**config.mk**
```make
export PLATFORM = sky130hd
export DESIGN_NAME = dual_conv_seq
export DESIGN_NICKNAME = d
export VERILOG_FILES = /design/src/rtl/cseq_pkg.sv /design/src/rtl/cseq_trig.sv /design/src/rtl/cseq_fsm.sv /design/src/rtl/cseq_pack.sv /design/src/rtl/dual_conv_seq.sv
export SDC_FILE = /design/constraint.sdc
export NUM_CORES = 1
export LEC_CHECK = 0
export BUFFER_PORTS_ARGS = -buffer_cell sky130_fd_sc_hd__buf_2
export CAP_MARGIN = 20
export CORE_ASPECT_RATIO = 1.75
export CORE_MARGIN = 5
export CORE_UTILIZATION = 25
export DETAILED_ROUTE_END_ITERATION = 6
export GPL_TIMING_DRIVEN = 0
export PLACE_DENSITY = 0.47
export SETUP_SLACK_MARGIN = 0.5
export SLEW_MARGIN = 15
export SYNTH_ARGS = -nofsm -noshare
export SYNTH_HDL_FRONTEND = slang
export SYNTH_SLANG_ARGS = --single-unit
```
**constraint.sdc**
```tcl
create_clock -name clk -period 1.9 [get_ports clk]
set_clock_uncertainty 0.1 [all_clocks]
set_input_delay 0.19 -clock clk [delete_from_list [all_inputs] [get_ports clk]]
set_output_delay 0.19 -clock clk [all_outputs]
set_load 0.03 [all_outputs]
```
**src/rtl/cseq_pkg.sv**
```systemverilog
package cseq_pkg;

    localparam int RES_W  = 12;
    localparam int BYTE_W = 8;
    localparam int NIB_W  = RES_W - BYTE_W;

    typedef logic [RES_W-1:0]  res_t;
    typedef logic [BYTE_W-1:0] byte_t;

    // channel request: volt is converted before cur
    typedef struct packed {
        logic volt;
        logic cur;
    } chsel_t;

    typedef enum logic [1:0] {
        ST_IDLE,
        ST_SETTLE,
        ST_START,
        ST_WAIT
    } seq_st_t;

    typedef struct packed {
        res_t   volt_res;
        res_t   cur_res;
        chsel_t sel;
    } result_t;

    function automatic byte_t hi_part(input res_t r);
        return r[RES_W-1:NIB_W];
    endfunction

    function automatic logic [NIB_W-1:0] lo_part(input res_t r);
        return r[NIB_W-1:0];
    endfunction

    function automatic byte_t pack_byte(input result_t res, input logic [1:0] idx);
        byte_t b;
        res_t  single;
        single = res.sel.volt ? res.volt_res : res.cur_res;
        b = '0;
        if (res.sel.volt && res.sel.cur) begin
            case (idx)
                2'd0:    b = hi_part(res.volt_res);
                2'd1:    b = hi_part(res.cur_res);
                2'd2:    b = {lo_part(res.volt_res), lo_part(res.cur_res)};
                default: b = '0;
            endcase
        end else begin
            case (idx)
                2'd0:    b = hi_part(single);
                2'd1:    b = {lo_part(single), {(BYTE_W-NIB_W){1'b0}}};
                default: b = '0;
            endcase
        end
        return b;
    endfunction

    function automatic logic [1:0] byte_count(input chsel_t s);
        return (s.volt && s.cur) ? 2'd3 : 2'd2;
    endfunction

endpackage

```
**src/rtl/cseq_trig.sv**
```systemverilog
module cseq_trig
    import cseq_pkg::*;
#(
    parameter int     SYNC_STAGES = 2,
    parameter chsel_t PIN_SEL     = 2'b11
) (
    input  logic   clk,
    input  logic   rst,
    input  logic   cmd_valid,
    input  chsel_t cmd_sel,
    input  logic   conv_pin,
    input  logic   idle,
    output logic   fire,
    output chsel_t fire_sel
);
    logic [SYNC_STAGES-1:0] sync_q;
    logic                   prev_q;
    logic                   pin_rise;
    logic                   cmd_ok;

    generate
        for (genvar g = 0; g < SYNC_STAGES; g++) begin : g_sync
            always_ff @(posedge clk) begin
                if (rst) begin
                    sync_q[g] <= 1'b0;
                end else if (g == 0) begin
                    sync_q[g] <= conv_pin;
                end else begin
                    sync_q[g] <= sync_q[(g == 0) ? 0 : g-1];
                end
            end
        end
    endgenerate

    always_ff @(posedge clk) begin
        if (rst) prev_q <= 1'b0;
        else     prev_q <= sync_q[SYNC_STAGES-1];
    end

    always_comb begin
        pin_rise = sync_q[SYNC_STAGES-1] & ~prev_q;
        cmd_ok   = cmd_valid & (cmd_sel != 2'b00);
        fire     = idle & (cmd_ok | pin_rise);
        fire_sel = cmd_ok ? cmd_sel : PIN_SEL;
    end

endmodule

```
**src/rtl/cseq_fsm.sv**
```systemverilog
module cseq_fsm
    import cseq_pkg::*;
(
    input  logic    clk,
    input  logic    rst,
    input  logic    fire,
    input  chsel_t  fire_sel,
    input  logic    adc_done,
    input  res_t    adc_data,
    output logic    idle,
    output logic    adc_mux,
    output logic    adc_start,
    output logic    busy,
    output logic    done,
    output result_t res
);
    seq_st_t st_q;
    logic    mux_q, busy_q, done_q;
    result_t res_q;

    always_ff @(posedge clk) begin
        if (rst) begin
            st_q   <= ST_IDLE;
            mux_q  <= 1'b0;
            busy_q <= 1'b0;
            done_q <= 1'b0;
            res_q  <= '0;
        end else begin
            case (st_q)
                ST_IDLE: begin
                    if (fire) begin
                        busy_q    <= 1'b1;
                        done_q    <= 1'b0;
                        res_q.sel <= fire_sel;
                        mux_q     <= fire_sel.volt;
                        st_q      <= ST_SETTLE;
                    end
                end
                ST_SETTLE: st_q <= ST_START;
                ST_START:  st_q <= ST_WAIT;
                ST_WAIT: begin
                    if (adc_done) begin
                        if (mux_q) res_q.volt_res <= adc_data;
                        else       res_q.cur_res  <= adc_data;
                        if (mux_q && res_q.sel.cur) begin
                            mux_q <= 1'b0;
                            st_q  <= ST_SETTLE;
                        end else begin
                            busy_q <= 1'b0;
                            done_q <= 1'b1;
                            st_q   <= ST_IDLE;
                        end
                    end
                end
                default: st_q <= ST_IDLE;
            endcase
        end
    end

    always_comb begin
        idle      = (st_q == ST_IDLE);
        adc_start = (st_q == ST_START);
        adc_mux   = mux_q;
        busy      = busy_q;
        done      = done_q;
        res       = res_q;
    end

endmodule

```
**src/rtl/cseq_pack.sv**
```systemverilog
module cseq_pack
    import cseq_pkg::*;
(
    input  result_t    res,
    input  logic       valid,
    input  logic [1:0] idx,
    output byte_t      data,
    output logic [1:0] len
);
    always_comb begin
        data = valid ? pack_byte(res, idx) : '0;
        len  = valid ? byte_count(res.sel) : 2'd0;
    end
endmodule

```
**src/rtl/dual_conv_seq.sv**
```systemverilog
module dual_conv_seq
    import cseq_pkg::*;
#(
    parameter int         SYNC_STAGES = 2,
    parameter logic [1:0] PIN_SEL     = 2'b11
) (
    input  logic        clk,
    input  logic        rst,
    input  logic        cmd_valid,
    input  logic [1:0]  cmd_sel,
    input  logic        conv_pin,
    output logic        adc_mux,
    output logic        adc_start,
    input  logic        adc_done,
    input  logic [11:0] adc_data,
    output logic        busy,
    output logic        done,
    input  logic [1:0]  rd_idx,
    output logic [7:0]  rd_data,
    output logic [1:0]  rd_len
);
    logic    idle, fire;
    chsel_t  fire_sel;
    result_t res;

    cseq_trig #(.SYNC_STAGES(SYNC_STAGES), .PIN_SEL(PIN_SEL)) u_trig (
        .clk(clk), .rst(rst), .cmd_valid(cmd_valid), .cmd_sel(cmd_sel),
        .conv_pin(conv_pin), .idle(idle), .fire(fire), .fire_sel(fire_sel)
    );

    cseq_fsm u_fsm (
        .clk(clk), .rst(rst), .fire(fire), .fire_sel(fire_sel),
        .adc_done(adc_done), .adc_data(adc_data), .idle(idle),
        .adc_mux(adc_mux), .adc_start(adc_start), .busy(busy),
        .done(done), .res(res)
    );

    cseq_pack u_pack (
        .res(res), .valid(done), .idx(rd_idx), .data(rd_data), .len(rd_len)
    );

endmodule

```
# == Yosys cells after proc, flatten, opt, wreduce, memory -nomap -nowiden ==
# Cells that the tools add are included.
# op_classes
eq_ne,9
n_mux,24
bitwise_logic,6
reduce_logical,12
# op_table
operator,n
case mux 8 bit (3 select lines),1
two-way mux 8 bit,2
case mux 8 bit (2 select lines),1
two-way mux 12 bit,1
two-way mux 1 bit,11
two-way mux 2 bit,4
case mux 2 bit (4 select lines),1
AND reduction 4 bit,2
"equality test 2 bit, second input constant",3
"!= test 2 bit, second input constant",3
case mux 1 bit (2 select lines),3
AND reduction 3 bit,2
"equality test 2 x 1 -> 1 bit, second input constant",2
zero test 2 bit,2
AND reduction 2 bit,2
nonzero test 2 bit,2
bitwise AND 1 bit,3
logical AND 1 bit,2
"!= test 2 x 1 -> 1 bit, second input constant",1
inverter 1 bit,2
bitwise OR 1 bit,1
# word_totals
regBits,34
in_bits,21
elab_cells,62

# == Logic depth before layout (Yosys ltp) ==
# logic_depth
word_depth,6
depth_mapped,7
depth_no_buf,6

# == By module ==
# A second synthesis with hierarchy kept.
# unflattened
cells_unflattened,235
area_unflattened_um2,1948.1
# by_module_without_submodules
module,n_inst,cells_each,area_per_inst_um2,seq_area_each_um2
cseq_fsm,1,144,1312.5,620.6
cseq_pack,1,80,523.0,0.0
cseq_trig,1,11,112.6,60.1

# == Worst setup path before layout ==
# OpenSTA, ideal clock, no wires.
# synth_path
kind,register to output
startpoint,"reg u_fsm.done_q, in the netlist u_fsm.done"
endpoint,out rd_data[3]
arrival_ns,1.839
t_required_ns,1.610
path_slack_ns,-0.229
path_stages_with_launch,5
path_buffers,0
path_cell_list,dfxtp_1 -> nand3_1 -> inv_1 -> a32oi_1 -> o21ai_0
# synth_between
elab_chain_len,1
# synth_rtl
item,line_no,text
start: declaration,cseq_fsm.sv:18,"logic mux_q, busy_q, done_q;"
start signal: assignment,cseq_fsm.sv:26,done_q <= 1'b0;
start signal: assignment,cseq_fsm.sv:33,done_q <= 1'b0;
start signal: assignment,cseq_fsm.sv:50,done_q <= 1'b1;
two-way mux 8 bit,cseq_pack.sv:11,"data = valid ? pack_byte(res, idx) : '0;"
end: declaration,dual_conv_seq.sv:19,"output logic [7:0] rd_data,"
# Every way passes these cells.

# == Worst setup path in the final report ==
# layout_path
startpoint,reg u_fsm.res_q (netlist bit u_fsm.res[1])
endpoint,out rd_data[3]
# layout_between
elab_chain_len,4
# layout_rtl
item,line_no,text
start: declaration,cseq_fsm.sv:19,result_t res_q;
two-way mux 12 bit,cseq_pkg.sv:40,single = res.sel.volt ? res.volt_res : res.cur_res;
case mux 8 bit (2 select lines),cseq_pkg.sv:50,case (idx)
two-way mux 8 bit (*),cseq_pkg.sv:42,if (res.sel.volt && res.sel.cur) begin
two-way mux 8 bit (*),cseq_pack.sv:11,
# Mark *: on every way between the ends. The rest lies on a longest branch, timed or not.

==> results.md <==
- Status: finished clean
- WL per Instance: about 17 um
- Clock slew at reported path FFs: about 0.05 ns
- CP max FO: 5
- Post-synth EDFFs: 0
- Min-Delay Startpoint: conv_pin
- R2R depth: 6
- CTS tree: done
- Max-cap violations: 0
- Hold WS: 0.0405 ns
- Leak pwr: ~1.3 nW
- I/O Buffers: 31
- Die Y: 122 um
- Xor/xnor cell area share of the yosys netlist: 0%
- Crit end category: output pin
- Area contributors post-synth: dfxtp_1, nand2_1, a21oi_1, mux2i_1, o21ai_0
- Synth Area in Compound Gates: between 20 and 25%
- FFs w/ async S/R, synth: 0%
- Vias in the first global route: ~2000
- Rows: between 40 and 50
- Sw Share: about 33%
- Fin crit period: roughly 1.7 ns
- Tot GR Track Use: 14.7%
- Number of remaining DRC errors: 0
- Setup crit start kind: flop
- Post-route cell area: just over 3000 sq um
- Pre-Repair DR Iteration Count: 4
- Worst R2R End: u_fsm.busy
- Fin cells: 376
- GPL Wtd Cong: just under 0.8
- First-pass GRT wire length: about 10 mm
- Area of the multi-input gates: approximately 1500 sq um
- Sink Count: 34
- CP max-delay cell: dfxtp_4
- Synth Register Bits: 34
- Dpl cells: approximately 350
- Synth cell types: 39
- Psw: around 0.00092 W
- Placed instance area: ~2200 sq um
- P_int: between 0.0015 and 0.002 W
- # hold bufs at CTS: 0
- Final Hold Viols: 0
- Seq pwr share: 32.8%
- Fillers: just under 700
- Initial Util: 25.3%
- Drt total wl: 6.25 mm
- Reg2Reg Setup Slack: approximately 0.26 ns
- Synth Area in Adders: approximately 2.8%
- Initial antenna violation count: 0
- Worst Hold Path EP: u_trig.sync_q[0]
- Worst hold-check path type: input pin to flop
- Largest area contributor in the netlist: dfxtp_1
- Combinational Power Share: roughly two fifths
- Crit path buffers/inverters: 1
- # IOs: 35
- Ratio of cells with drive above 1 in the final layout: between 50% and 60%
- Clock buffer depth: 2
- F_max: ~600 MHz
- Inserted Clock Buffers: 5
- Largest stage delay, worst path: around 0.39 ns
- Synth Area in Simple Gates: 23.0%
- Largest family of logic cells by synthesized area: simple AND/OR/NAND/NOR gates
- Slew Viols, Final: 0
- Inserted Diodes: 0
- Max IR drop VDD: about 720 uV
- Core area: 7130 sq um
- Top FF cell, synth: dfxtp_1
- Hold Path Depth: 2
- Hpwl dp: about 4.1 mm
- Yosys warns: 0
- Vias: about 1900
- Worst slew pin tran: between 0.7 and 0.8 ns
- Clock Latency Late Sink: 0.27 ns
- Data required time of the worst path: ~1.6 ns
- ANT nets after route: 0
- Chip width: 74.2 um
- Mux share of post-synthesis cell area: roughly a tenth
- Power Density: 905 nW/um^2
- Largest delay share family, worst path: flip-flops
- Fin Setup TNS: 0 ns
- Crit path DAT: between 1 and 1.5 ns
- Post-Syn Area: approximately 1800 sq um
- Final Cycle Share: around 90%
- Initial DRC count: 90
- Relative slew margins: 47.5%
- Utilization after layout: around 43%
- Reg area: approximately 700 sq um
- GR Overflow Total: 0
- Area Growth Syn to Fin: 72.0%
- H-tree Lvls: 2
- Top cell type's share of synthesized area: about 38%
- Seq/Total Area, Yosys: between 30% and 40%
- Largest net degree at the start of global routing: 11
- Clk pwr share: 28.4%
- Post-Syn Nets: about 260
- Total Die Area: ~9100 sq um
- Root Buffer: clkbuf_16
- Reg2reg start: u_fsm.st_q[0]
- Nets@finish: 315
- Gate Count Post-Synth: 230
- Setup violators final: 0
- Avg Vias per Cell: ~5
- Critical path class: flop to output pin
- Crit path cell chain: mux2_2, a32oi_2, o21ai_2, buf_6
- Mean post-synth cell area: ~7.8 sq um
- RSZ-0062 raised after global routing: yes
## synth_stat cells (2+ instances only)
cell type	count
and3_1	2
a31oi_1	3
clkbuf_1	8
nor3b_1	2
a211oi_1	2
mux2_2	2
mux2i_1	16
buf_2	5
ha_1	4
dfxtp_1	34
o211ai_1	3
nor2b_1	6
a21oi_1	32
a32oi_1	3
and2_1	3
nand3_1	4
nand2b_1	2
o221ai_1	2
o21ai_0	11
inv_1	7
nor3_1	2
nor2_1	6
nand2_1	55
## kinds of logic (layout without fill, tap and decap cells)
logic type,Yosys count,after routing
buffers and inverters,22,82
and+or+nand+nor,90,90
DFF,34,34
muxes,18,18
adders and majority gates,4,4
AOI/OAI and AO/OA,62,62
## how the worst max path moves through the flow
| stage | slack, ns | depth (start not counted) | start | end |
|---|---|---|---|---|
| 3_3_place_gp | 0.21 | 6 | u_fsm.st_q[0] | u_fsm.busy |
| 5_1_grt | 0.12 | 5 | u_fsm.res[1] | rd_data[6] |
| 2_1_floorplan | 0.30 | 6 | u_fsm.st_q[1] | u_fsm.busy |
| 3_5_place_dp | 0.20 | 6 | u_fsm.st_q[1] | u_fsm.res[23] |
| 4_1_cts | 0.20 | 4 | u_fsm.done | rd_data[5] |
| 6_report | 0.19 | 4 | u_fsm.res[1] | rd_data[3] |
## sequential cells by signal (all words and copies together), names as in the netlist
register,flops
u_fsm.done,1
u_fsm.adc_mux,1
u_fsm.st_q,2
u_trig.sync_q,2
u_trig.prev_q,1
u_fsm.res,26
u_fsm.busy,1
## through the flow
step                power [W]  setup WS [ns]
floorplan             0.00141          0.298
global placement      0.00159          0.205
detailed placement    0.00159          0.196
CTS                   0.00270          0.196
global route          0.00298          0.118
finish                0.00281          0.191
## power by group through the flow
stage               combinational, W  clock (W)  sequential (W)
floorplan                   0.000494          0        0.000916
global placement            0.000687          0        0.000900
detailed placement          0.000690          0        0.000899
CTS                         0.000967   0.000819        0.000911
global route                 0.00118   0.000855        0.000935
finish                       0.00109   0.000796        0.000920
## area by class of cell
type	instances	share of cell area (%)
Multi-Input combinational cell	174	48.5
Sequential cell	34	22.6
Timing Repair Buffer	53	14.8
Buffer	15	5.21
Clock buffer	7	4.60
Tap cell	86	3.47
Inverter	7	0.847
## layer usage
layer | wire (um) | global-route usage, % | vias to the layer above
met1 | 2330 | 15.9 | 910
li1 | - | - | 923
met2 | 3420 | 25.9 | 39
met4 | 278 | 7.94 | 0
met3 | 224 | 2.95 | 16
met5 | 0 | 0 | -
## timing repair
action                     in CTS  in global routing
setup buffers                  15                  2
gates resized for setup        85                 73
gates cloned                    4                  1
setup endpoints to repair      35                 39
pin swaps                      32                 33
## placed cells by master (no fill, tap or decap), types with 2 or more instances in the layout
cell       Yosys  routed
nor3_1         2       2
nor2b_1        6       3
o21ai_2        1       2
a31oi_1        3       3
a21oi_1       32      11
o221ai_4       0       2
o21ai_0       11       6
nand3_2        0       2
dfxtp_4        0       5
nor2b_4        0       2
clkbuf_16      0       9
mux2i_1       16      16
a21oi_2        0      21
clkbuf_8       0       2
o211ai_1       3       3
and3_4         0       2
buf_2          5      23
nand2_1       55      20
dfxtp_1       34      28
o21ai_1        0       4
buf_8          0       5
inv_2          0       2
a211oi_1       2       2
ha_4           0       2
nand3_1        4       2
clkbuf_1       8       5
buf_6          0      15
and2_4         1       2
and2_2         0       2
inv_1          7       5
a32oi_2        0       2
buf_4          1      15
nor2_1         6       5
nand2_2        1      13
nand2_4        0      23
mux2_2         2       2
(Power assumes the default switching activity.)
